## config.mk

```make
export PLATFORM = sky130hd
export DESIGN_NAME = mpwm_timer
export DESIGN_NICKNAME = d
export VERILOG_FILES = /design/src/rtl/mpwm_pkg.sv /design/src/rtl/mpwm_regs.sv /design/src/rtl/mpwm_timebase.sv /design/src/rtl/mpwm_channel.sv /design/src/rtl/mpwm_timer.sv
export SDC_FILE = /design/constraint.sdc
export NUM_CORES = 1
export LEC_CHECK = 0
export BUFFER_PORTS_ARGS = -buffer_cell sky130_fd_sc_hd__buf_2
export CORE_AREA = 2 2 156 158
export DETAILED_ROUTE_END_ITERATION = 8
export DIE_AREA = 0 0 158 160
export PLACE_DENSITY = 0.78
export SLEW_MARGIN = 20
export SYNTH_ARGS = -nofsm -noshare
export SYNTH_HDL_FRONTEND = slang
export SYNTH_SLANG_ARGS = --single-unit
export TNS_END_PERCENT = 1
```

## constraint.sdc

```tcl
create_clock -name clk -period 10.85 [get_ports clk]
set_clock_uncertainty 0.05 [all_clocks]
set_input_delay 2.17 -clock clk [delete_from_list [all_inputs] [get_ports clk]]
set_output_delay 2.17 -clock clk [all_outputs]
set_load 0.02 [all_outputs]
```

## src/rtl/mpwm_pkg.sv

```systemverilog
package mpwm_pkg;
  localparam int unsigned ADDR_W = 4;

  localparam logic [ADDR_W-1:0] A_CTRL = 4'd0;
  localparam logic [ADDR_W-1:0] A_PSC  = 4'd1;
  localparam logic [ADDR_W-1:0] A_ARR  = 4'd2;
  localparam logic [ADDR_W-1:0] A_EN   = 4'd3;
  localparam logic [ADDR_W-1:0] A_POL  = 4'd4;
  localparam int unsigned       A_CMP0 = 8;

  localparam int unsigned CTRL_RUN = 0;
  localparam int unsigned CTRL_STG = 1;
  localparam int unsigned CTRL_UPD = 2;
endpackage

```

## src/rtl/mpwm_regs.sv

```systemverilog
module mpwm_regs
  import mpwm_pkg::*;
#(
  parameter int unsigned CH_N  = 4,
  parameter int unsigned CNT_W = 16
) (
  input  logic                            clk,
  input  logic                            rst_n,
  input  logic                            wr_en,
  input  logic [ADDR_W-1:0]               wr_addr,
  input  logic [CNT_W-1:0]                wr_data,
  output logic                            run_q,
  output logic                            sw_upd,
  output logic                            arr_direct,
  output logic [CNT_W-1:0]                psc_q,
  output logic [CNT_W-1:0]                arr_q,
  output logic [CH_N-1:0][CNT_W-1:0]      cmp_q,
  output logic [2*CH_N-1:0]               en_q,
  output logic [2*CH_N-1:0]               pol_q
);
  localparam int unsigned EN_W = 2 * CH_N;

  logic              stg_q;
  logic              run_d, stg_d;
  logic              ctrl_we, psc_we, arr_we, en_we, pol_we;
  logic [EN_W-1:0]   en_d;

  assign ctrl_we    = wr_en && (wr_addr == A_CTRL);
  assign psc_we     = wr_en && (wr_addr == A_PSC);
  assign arr_we     = wr_en && (wr_addr == A_ARR);
  assign en_we      = wr_en && (wr_addr == A_EN);
  assign pol_we     = wr_en && (wr_addr == A_POL);

  assign sw_upd     = ctrl_we && wr_data[CTRL_UPD];
  assign arr_direct = arr_we && !stg_q;

  // next-state for control bits
  always_comb begin
    run_d = run_q;
    stg_d = stg_q;
    en_d  = en_q;
    if (ctrl_we) begin
      run_d = wr_data[CTRL_RUN];
      stg_d = wr_data[CTRL_STG];
    end
    if (en_we) begin
      en_d = wr_data[EN_W-1:0];
      if (wr_data[CH_N-1:0] == '0) run_d = 1'b0;
    end
  end

  always_ff @(posedge clk or negedge rst_n) begin
    if (!rst_n) begin
      run_q <= 1'b0;
      stg_q <= 1'b0;
    end else if (ctrl_we || en_we) begin
      run_q <= run_d;
      stg_q <= stg_d;
    end
  end

  always_ff @(posedge clk or negedge rst_n) begin
    if (!rst_n)     en_q <= '0;
    else if (en_we) en_q <= en_d;
  end

  always_ff @(posedge clk or negedge rst_n) begin
    if (!rst_n)      pol_q <= '0;
    else if (pol_we) pol_q <= wr_data[EN_W-1:0];
  end

  always_ff @(posedge clk or negedge rst_n) begin
    if (!rst_n)      psc_q <= '0;
    else if (psc_we) psc_q <= wr_data;
  end

  always_ff @(posedge clk or negedge rst_n) begin
    if (!rst_n)      arr_q <= '0;
    else if (arr_we) arr_q <= wr_data;
  end

  for (genvar i = 0; i < CH_N; i++) begin : g_cmp
    logic cmp_we;
    assign cmp_we = wr_en && (wr_addr == ADDR_W'(A_CMP0 + i));
    always_ff @(posedge clk or negedge rst_n) begin
      if (!rst_n)      cmp_q[i] <= '0;
      else if (cmp_we) cmp_q[i] <= wr_data;
    end
  end
endmodule

```

## src/rtl/mpwm_timebase.sv

```systemverilog
module mpwm_timebase #(
  parameter int unsigned CH_N  = 4,
  parameter int unsigned CNT_W = 16
) (
  input  logic                        clk,
  input  logic                        rst_n,
  input  logic                        run,
  input  logic                        sw_upd,
  input  logic                        arr_direct,
  input  logic [CNT_W-1:0]            arr_wdata,
  input  logic [CNT_W-1:0]            psc_stg,
  input  logic [CNT_W-1:0]            arr_stg,
  input  logic [CH_N-1:0][CNT_W-1:0]  cmp_stg,
  output logic [CNT_W-1:0]            cnt_q,
  output logic [CNT_W-1:0]            cnt_d,
  output logic [CNT_W-1:0]            pcnt_q,
  output logic [CNT_W-1:0]            arr_act_q,
  output logic [CH_N-1:0][CNT_W-1:0]  cmp_act_q,
  output logic [CH_N-1:0][CNT_W-1:0]  cmp_act_d,
  output logic                        tick,
  output logic                        update
);
  logic [CNT_W-1:0] pcnt_d;
  logic [CNT_W-1:0] psc_act_q, psc_act_d;
  logic [CNT_W-1:0] arr_act_d;
  logic             wrap;
  logic             cnt_ce, lim_ce;

  assign tick   = run && (pcnt_q == psc_act_q);
  assign wrap   = tick && (cnt_q >= arr_act_q);
  assign update = sw_upd || wrap;
  assign cnt_ce = sw_upd || run;
  assign lim_ce = update || arr_direct;

  // counter next state
  always_comb begin
    pcnt_d = pcnt_q;
    cnt_d  = cnt_q;
    if (sw_upd) begin
      pcnt_d = '0;
      cnt_d  = '0;
    end else if (run) begin
      if (tick) begin
        pcnt_d = '0;
        cnt_d  = wrap ? '0 : cnt_q + 1'b1;
      end else begin
        pcnt_d = pcnt_q + 1'b1;
      end
    end
  end

  // working limits next state
  always_comb begin
    psc_act_d = update ? psc_stg : psc_act_q;
    if (arr_direct)  arr_act_d = arr_wdata;
    else if (update) arr_act_d = arr_stg;
    else             arr_act_d = arr_act_q;
  end

  always_ff @(posedge clk or negedge rst_n) begin
    if (!rst_n) begin
      cnt_q  <= '0;
      pcnt_q <= '0;
    end else if (cnt_ce) begin
      cnt_q  <= cnt_d;
      pcnt_q <= pcnt_d;
    end
  end

  always_ff @(posedge clk or negedge rst_n) begin
    if (!rst_n) begin
      psc_act_q <= '0;
      arr_act_q <= '0;
    end else if (lim_ce) begin
      psc_act_q <= psc_act_d;
      arr_act_q <= arr_act_d;
    end
  end

  for (genvar i = 0; i < CH_N; i++) begin : g_cmp
    assign cmp_act_d[i] = update ? cmp_stg[i] : cmp_act_q[i];
    always_ff @(posedge clk or negedge rst_n) begin
      if (!rst_n)      cmp_act_q[i] <= '0;
      else if (update) cmp_act_q[i] <= cmp_act_d[i];
    end
  end
endmodule

```

## src/rtl/mpwm_channel.sv

```systemverilog
module mpwm_channel #(
  parameter int unsigned CNT_W = 16
) (
  input  logic             clk,
  input  logic             rst_n,
  input  logic [CNT_W-1:0] cnt_d,
  input  logic [CNT_W-1:0] cmp_d,
  input  logic             en_main,
  input  logic             en_comp,
  input  logic             pol_main,
  input  logic             pol_comp,
  output logic             pwm_q,
  output logic             pwmn_q
);
  logic act, pwm_d, pwmn_d;

  always_comb begin
    act    = cnt_d < cmp_d;
    pwm_d  = (en_main & act) ^ pol_main;
    pwmn_d = (en_comp & ~act) ^ pol_comp;
  end

  always_ff @(posedge clk or negedge rst_n) begin
    if (!rst_n) begin
      pwm_q  <= 1'b0;
      pwmn_q <= 1'b0;
    end else begin
      pwm_q  <= pwm_d;
      pwmn_q <= pwmn_d;
    end
  end
endmodule

```

## src/rtl/mpwm_timer.sv

```systemverilog
module mpwm_timer
  import mpwm_pkg::*;
#(
  parameter int unsigned CH_N  = 4,
  parameter int unsigned CNT_W = 16
) (
  input  logic              clk,
  input  logic              rst_n,
  input  logic              wr_en,
  input  logic [3:0]        wr_addr,
  input  logic [CNT_W-1:0]  wr_data,
  output logic [CNT_W-1:0]  cnt,
  output logic [CH_N-1:0]   pwm,
  output logic [CH_N-1:0]   pwmn
);
  logic                        run, sw_upd, arr_direct, tick, update;
  logic [CNT_W-1:0]            psc_stg, arr_stg, cnt_nxt, pcnt, arr_act;
  logic [CH_N-1:0][CNT_W-1:0]  cmp_stg, cmp_act, cmp_nxt;
  logic [2*CH_N-1:0]           en_vec, pol_vec;

  mpwm_regs #(.CH_N(CH_N), .CNT_W(CNT_W)) u_regs (
    .clk(clk), .rst_n(rst_n), .wr_en(wr_en), .wr_addr(wr_addr), .wr_data(wr_data),
    .run_q(run), .sw_upd(sw_upd), .arr_direct(arr_direct),
    .psc_q(psc_stg), .arr_q(arr_stg), .cmp_q(cmp_stg),
    .en_q(en_vec), .pol_q(pol_vec)
  );

  mpwm_timebase #(.CH_N(CH_N), .CNT_W(CNT_W)) u_tb (
    .clk(clk), .rst_n(rst_n), .run(run), .sw_upd(sw_upd),
    .arr_direct(arr_direct), .arr_wdata(wr_data),
    .psc_stg(psc_stg), .arr_stg(arr_stg), .cmp_stg(cmp_stg),
    .cnt_q(cnt), .cnt_d(cnt_nxt), .pcnt_q(pcnt), .arr_act_q(arr_act),
    .cmp_act_q(cmp_act), .cmp_act_d(cmp_nxt), .tick(tick), .update(update)
  );

  for (genvar i = 0; i < CH_N; i++) begin : g_ch
    mpwm_channel #(.CNT_W(CNT_W)) u_ch (
      .clk(clk), .rst_n(rst_n), .cnt_d(cnt_nxt), .cmp_d(cmp_nxt[i]),
      .en_main(en_vec[i]), .en_comp(en_vec[CH_N+i]),
      .pol_main(pol_vec[i]), .pol_comp(pol_vec[CH_N+i]),
      .pwm_q(pwm[i]), .pwmn_q(pwmn[i])
    );
  end
endmodule

```

* Word-level counts from Yosys, hierarchy flattened
Cells that the tools add are included.
Operators by class: add/subtract/negate cells 2, order comparisons 5, equal/unequal tests 9, multiplexer cells 16, bitwise operators 20, reduce and logical (&&, ||, !) cells 26
Operators with widths (number):
- 2-to-1 mux 16 bit | 13
- less-than comparator 16 bit | 4
- adder 16 x 1 -> 16 bit, second input constant | 2
- == test 16 bit | 1
- == test 4 bit, second input constant | 4
- >= comparator 16 bit | 1
- logical AND 1 bit | 13
- AND 1 bit | 8
- == test 4 x 2 -> 1 bit, second input constant | 2
- logical NOT 4 bit | 2
- AND reduction 2 bit | 4
- bitwise XOR 1 bit | 8
- == test 4 x 1 -> 1 bit, second input constant | 1
- == test 4 x 3 -> 1 bit, second input constant | 1
- logical OR 1 bit | 4
- NOT 1 bit | 4
- nonzero test 2 bit | 2
- 2-to-1 mux 1 bit | 3
- logical NOT 1 bit | 1
Storage, ports and cells: bits in registers 250, input port bits 23, output and inout bits 24, logic and storage cells 104

* Longest topological paths before layout
depth after elaboration 11, gate-level depth with buffers 19, mapped depth without buffers 17

* Cells and area by module
From an unflattened synthesis, not the netlist that was laid out.
Second synthesis, totals: cells, all modules 1193, area total of the unflattened synthesis 14186.1 um2
Modules (own cells, without submodules):
- mpwm_timebase | times used 1, cells an instance 678, area an instance 7813.7 um2, sequential area each 3203.1 um2
- mpwm_regs | times used 1, cells an instance 255, area an instance 4385.5 um2, sequential area each 2852.7 um2
- mpwm_channel | times used 4, cells an instance 65, area an instance 496.7 um2, sequential area each 50.0 um2

* Least setup slack after synthesis
Ideal clock, no wire load.
path kind input port to flip-flop, from input wr_addr[3], to register g_ch[1].u_ch.pwm_q, library setup time 0.135 ns, arrival 5.786 ns, data required time 10.665 ns, setup slack 4.878 ns, stages 16, path buffers 3, cell sequence nor3b_1 -> and3_1 -> clkbuf_1 -> clkbuf_1 -> nor2_1 -> clkbuf_1 -> a21oi_1 -> mux2i_1 -> ha_1 -> a21o_1 -> a21o_1 -> a2111oi_0 -> o21ai_0 -> a21o_1 -> a211oi_1 -> o211ai_1
Between the ends: elaborated cells on any way between the ends 9, those cells by class order compare (1); mux (2); bitwise (2); reduce/logical (4)
RTL lines:
- from (decl) | line mpwm_timer.sv:10 | input logic [3:0] wr_addr,
- logical NOT 4 bit | line mpwm_regs.sv:28 | assign ctrl_we = wr_en && (wr_addr == A_CTRL);
- logical AND 1 bit | line mpwm_regs.sv:28
- logical AND 1 bit | line mpwm_regs.sv:34 | assign sw_upd = ctrl_we && wr_data[CTRL_UPD];
- 2-to-1 mux 16 bit | line mpwm_timebase.sv:39 | if (sw_upd) begin
- via cnt_nxt[9] | line mpwm_timer.sv:17 | logic [CNT_W-1:0] psc_stg, arr_stg, cnt_nxt, pcnt, arr_act;
- less-than comparator 16 bit | line mpwm_channel.sv:18 | act = cnt_d < cmp_d;
- AND 1 bit | line mpwm_channel.sv:19 | pwm_d = (en_main & act) ^ pol_main;
- bitwise XOR 1 bit | line mpwm_channel.sv:19
- via g_ch[1].u_ch.pwm_d | line mpwm_channel.sv:15 | logic act, pwm_d, pwmn_d;
- to (signal assigned) | line mpwm_channel.sv:28 | pwm_q <= pwm_d;
- to (decl) | line mpwm_channel.sv:12 | output logic pwm_q,
The timed path passes the listed nets, and every way through them passes these cells. A chain may end at the register's enable or synchronous reset.

* Worst setup path in the final report
from input wr_addr[3], to register g_ch[1].u_ch.pwm_q
Between the ends: word-level cells in the longest chain between the ends 8, elaborated cells on any way between the ends 9, those cells by class order compare (1); mux (2); bitwise (2); reduce/logical (4)
Ends and longest elaborated chain:
- logical NOT 4 bit (*) | line mpwm_regs.sv:28
- logical AND 1 bit (*) | line mpwm_regs.sv:28
- logical AND 1 bit (*) | line mpwm_regs.sv:34
- logical OR 1 bit | line mpwm_timebase.sv:31 | assign update = sw_upd || wrap;
- 2-to-1 mux 16 bit | line mpwm_timebase.sv:81 | assign cmp_act_d[i] = update ? cmp_stg[i] : cmp_act_q[i];
- less-than comparator 16 bit (*) | line mpwm_channel.sv:18
- AND 1 bit (*) | line mpwm_channel.sv:19
- bitwise XOR 1 bit (*) | line mpwm_channel.sv:19
- via g_ch[1].u_ch.pwm_d | line mpwm_channel.sv:15
Mark *: on every way through the listed nets, which the timed path passes. The rest lies on a longest branch.

==> impl_metrics.ini <==
[run_status]
outcome = finished clean

[power_and_ir_drop]
peakVddDrop_v = 0.000109
p_leak_uw = 0.00671
powerDensity_nw_per_um2 = 210

[setup_path]
critPathCaptureType = flip-flop
cpMaxStageDelayCell = buf_4
cpPeakStageDelay_ps = 750
cpMostUsedCell = a2111oi_0
worstPathMaxFanout = 44
worstPathRequired_ps = 11250
cp_cell_sequence = buf_2 -> nor3b_1 -> and3_1 -> a21o_4 -> buf_4 -> mux2_4 -> inv_2 -> ha_1 -> a2111oi_0 -> o21ai_0 -> a2111oi_0 -> a211oi_1 -> o211ai_1
critPathLaunchType = input port
arrival_ps = 7210
worstRegToRegCells = 18
critPathKind = in -> reg

[yosys]
ys_types = 57
synth_area_um2 = 13200
synthCells = 1134
synth_edf_count = 0
synth_ff_type = dfrtp_1
yosysMostFrequentCell = dfrtp_1
ys_warn_count = 0
synth_top_area_share_pct = 47.3
syn_avg_cell_area_um2 = 11.7
synth_nets = 1235
synth_area_leaders = dfrtp_1, mux2_2, ha_1
netlist_top_cells_count = dfrtp_1, mux2_2, nand2_1
yosys.area.top_type = dfrtp_1
seq_area_frac_synth_pct = 47.3
synth-seq-cells = 250
async_flop_share_pct = 100

[job]
cap_violations = 0

[sta]
rsz0062_at_grt = no
slew_headroom_pct = 21.1
hold-worst-slack_ps = 448
finalMaxSlewViolations = 0
finalHoldViolations = 0
min_period_ps = 6820
tns_ps = 0
tightest_slew_ps = 1170
setup_violations = 0
fmax_ghz = 0.147
finalCritPeriodShare_pct = 62.8

[placement]
dp_hpwl_um = 21300
place.gp.congestion = 0.900
place_inst = 1468
port-buffer-count = 46

[clock_tree]
cts-root-buf = clkbuf_16
ctsResizeCount = 0
cts_setup_buffers = 0
cts_tree = done
hold_buffers = 0
cts_max_path_buffers = 3
clk_latency_ps = 530
clock-sinks = 250
cts_inserted_buffers = 27
path_clk_slew_ps = 60
cts-htree-levels = 1

[detailed_routing]
wl_um = 29700
vias = 9011
ant_nets = 0
dr.pass1.iters = 5
drt-wirelength-per-cell_um = 19.6
route.detailed.drc = 0
drt-vias-per-instance = 5.94
drtIter0Drc = 699

[global_routing]
antenna_found_initial = 0
grt_pass1_vias = 9018
grt_max_degree = 106
track_usage_pct = 24.2
grt_first_pass_wirelength_um = 48400
grt-ovfl-total = 0

[layout]
antenna_cells = 0
postLayoutCoreUtil_pct = 61.3
syn_to_final_growth_pct = 10.2
layout.cells.non_filler = 1518
nets = 1274
drive_gt1_share_pct = 29.1

[floorplanning]
coreArea_um2 = 23800
start_util_pct = 55.6
die_h_um = 160
io_pins = 47
dieArea_um2 = 25300
placementRows = 57
chipWidth_um = 158

[min_path]
min_path_cells = 1
hold_path_class = reg -> reg
[cell type report]
class                      instances  area [um2]
sequential                       250        6260
clock inverter                     8         169
inverter                          92         345
timing repair buffer              56         315
clock buffer                      42         812
fill                            1895        9230
multi-input combinational        746        6290
tap                              324         405
[worst max-delay path, delay by kind of cell]
kind,cells,cell delay (ps)
mux,1,290
buf+inv,3,890
simple gates,2,1260
compound gates,6,2350
fa+ha+maj,1,200
[registers in the layout, indices dropped and copies added, names as in the netlist]
name and count:
g_ch.u_ch.pwm_q 4, g_ch.u_ch.pwmn_q 4, u_regs.arr_q 16, u_regs.cmp_q 64, u_regs.en_q 8, u_regs.pol_q 8
u_regs.psc_q 16, u_regs.run_q 1, u_regs.stg_q 1, u_tb.arr_act_q 16, u_tb.cmp_act_q 64, u_tb.cnt_q 16
u_tb.pcnt_q 16, u_tb.psc_act_q 16
[kinds of logic after synthesis]
family / count (synthesis) / share of synthesized area (%)
XOR/XNOR: 19 / 1.26
AND/OR/NAND/NOR: 229 / 9.07
flip-flops: 250 / 47.3
buffers and inverters: 138 / 5.26
AO/OA/AOI/OAI: 198 / 9.78
multiplexers: 222 / 20.0
adder cells (fa/ha/maj): 78 / 7.37
[routing by layer]
metal	share of wire [%]	global-route usage, %	vias to the layer above
met4	2.3	6.31	0
met1	46	35.0	4557
met5	0	0	-
li1	-	-	4179
met3	5.0	3.58	54
met2	47	38.3	221
[per-stage QoR]
stage | power (uW) | worst slack, ps | area [um2]
3_5_place_dp | 2060 | 3590 | 13600
5_1_grt | 3220 | 3660 | 14600
4_1_cts | 3070 | 4090 | 14600
2_1_floorplan | 1850 | 4880 | 13200
3_3_place_gp | 2020 | 3760 | 13600
6_report | 3060 | 4030 | 14600
[cell usage in the layout, fill, tap and decap left out, types with 5 or more instances in the layout]
| master | count |
|---|---|
| a2111oi_0 | 8 |
| a211oi_1 | 14 |
| a21o_1 | 21 |
| a21oi_1 | 28 |
| a31oi_1 | 16 |
| a41oi_1 | 5 |
| and2_1 | 5 |
| and3_1 | 14 |
| and4_1 | 10 |
| buf_2 | 45 |
| buf_4 | 10 |
| bufinv_16 | 5 |
| clkbuf_1 | 7 |
| clkbuf_16 | 27 |
| clkbuf_8 | 8 |
| dfrtp_1 | 250 |
| ha_1 | 78 |
| inv_1 | 42 |
| inv_2 | 50 |
| mux2_2 | 140 |
| mux2_4 | 50 |
| mux2i_1 | 32 |
| nand2_1 | 81 |
| nand3_1 | 24 |
| nand4_1 | 16 |
| nor2_1 | 28 |
| nor2b_1 | 14 |
| nor3b_1 | 7 |
| nor4_1 | 5 |
| o2111ai_1 | 5 |
| o211ai_1 | 14 |
| o21a_1 | 8 |
| o21ai_0 | 43 |
| o21ai_1 | 20 |
| xnor2_1 | 12 |
| xor2_1 | 7 |
[where the power goes]
part | total [uW] | leakage [uW] | switching (uW) | internal (uW)
clock | 1000 | 0.000482 | 369 | 631
sequential | 1280 | 0.00319 | 132 | 1150
combinational | 777 | 0.00303 | 409 | 368
[worst paths after layout]
kind	startpoint	slack [ps]	endpoint
max	wr_addr[3]	4030	g_ch[1].u_ch.pwm_q$_DFF_PN0_
min	u_tb.cmp_act_q[47]$_DFFE_PN0N_	450	u_tb.cmp_act_q[47]$_DFFE_PN0N_
max reg2reg	u_tb.cnt_q[0]$_DFFE_PN0P_	4480	g_ch[1].u_ch.pwm_q$_DFF_PN0_
min reg2reg	u_tb.cmp_act_q[47]$_DFFE_PN0N_	450	u_tb.cmp_act_q[47]$_DFFE_PN0N_
max in group asynchronous	rst_n	7590	u_tb.cmp_act_q[21]$_DFFE_PN0N_
min in group asynchronous	rst_n	1580	u_regs.pol_q[6]$_DFFE_PN0P_
Power figures use the tool's default switching activity.
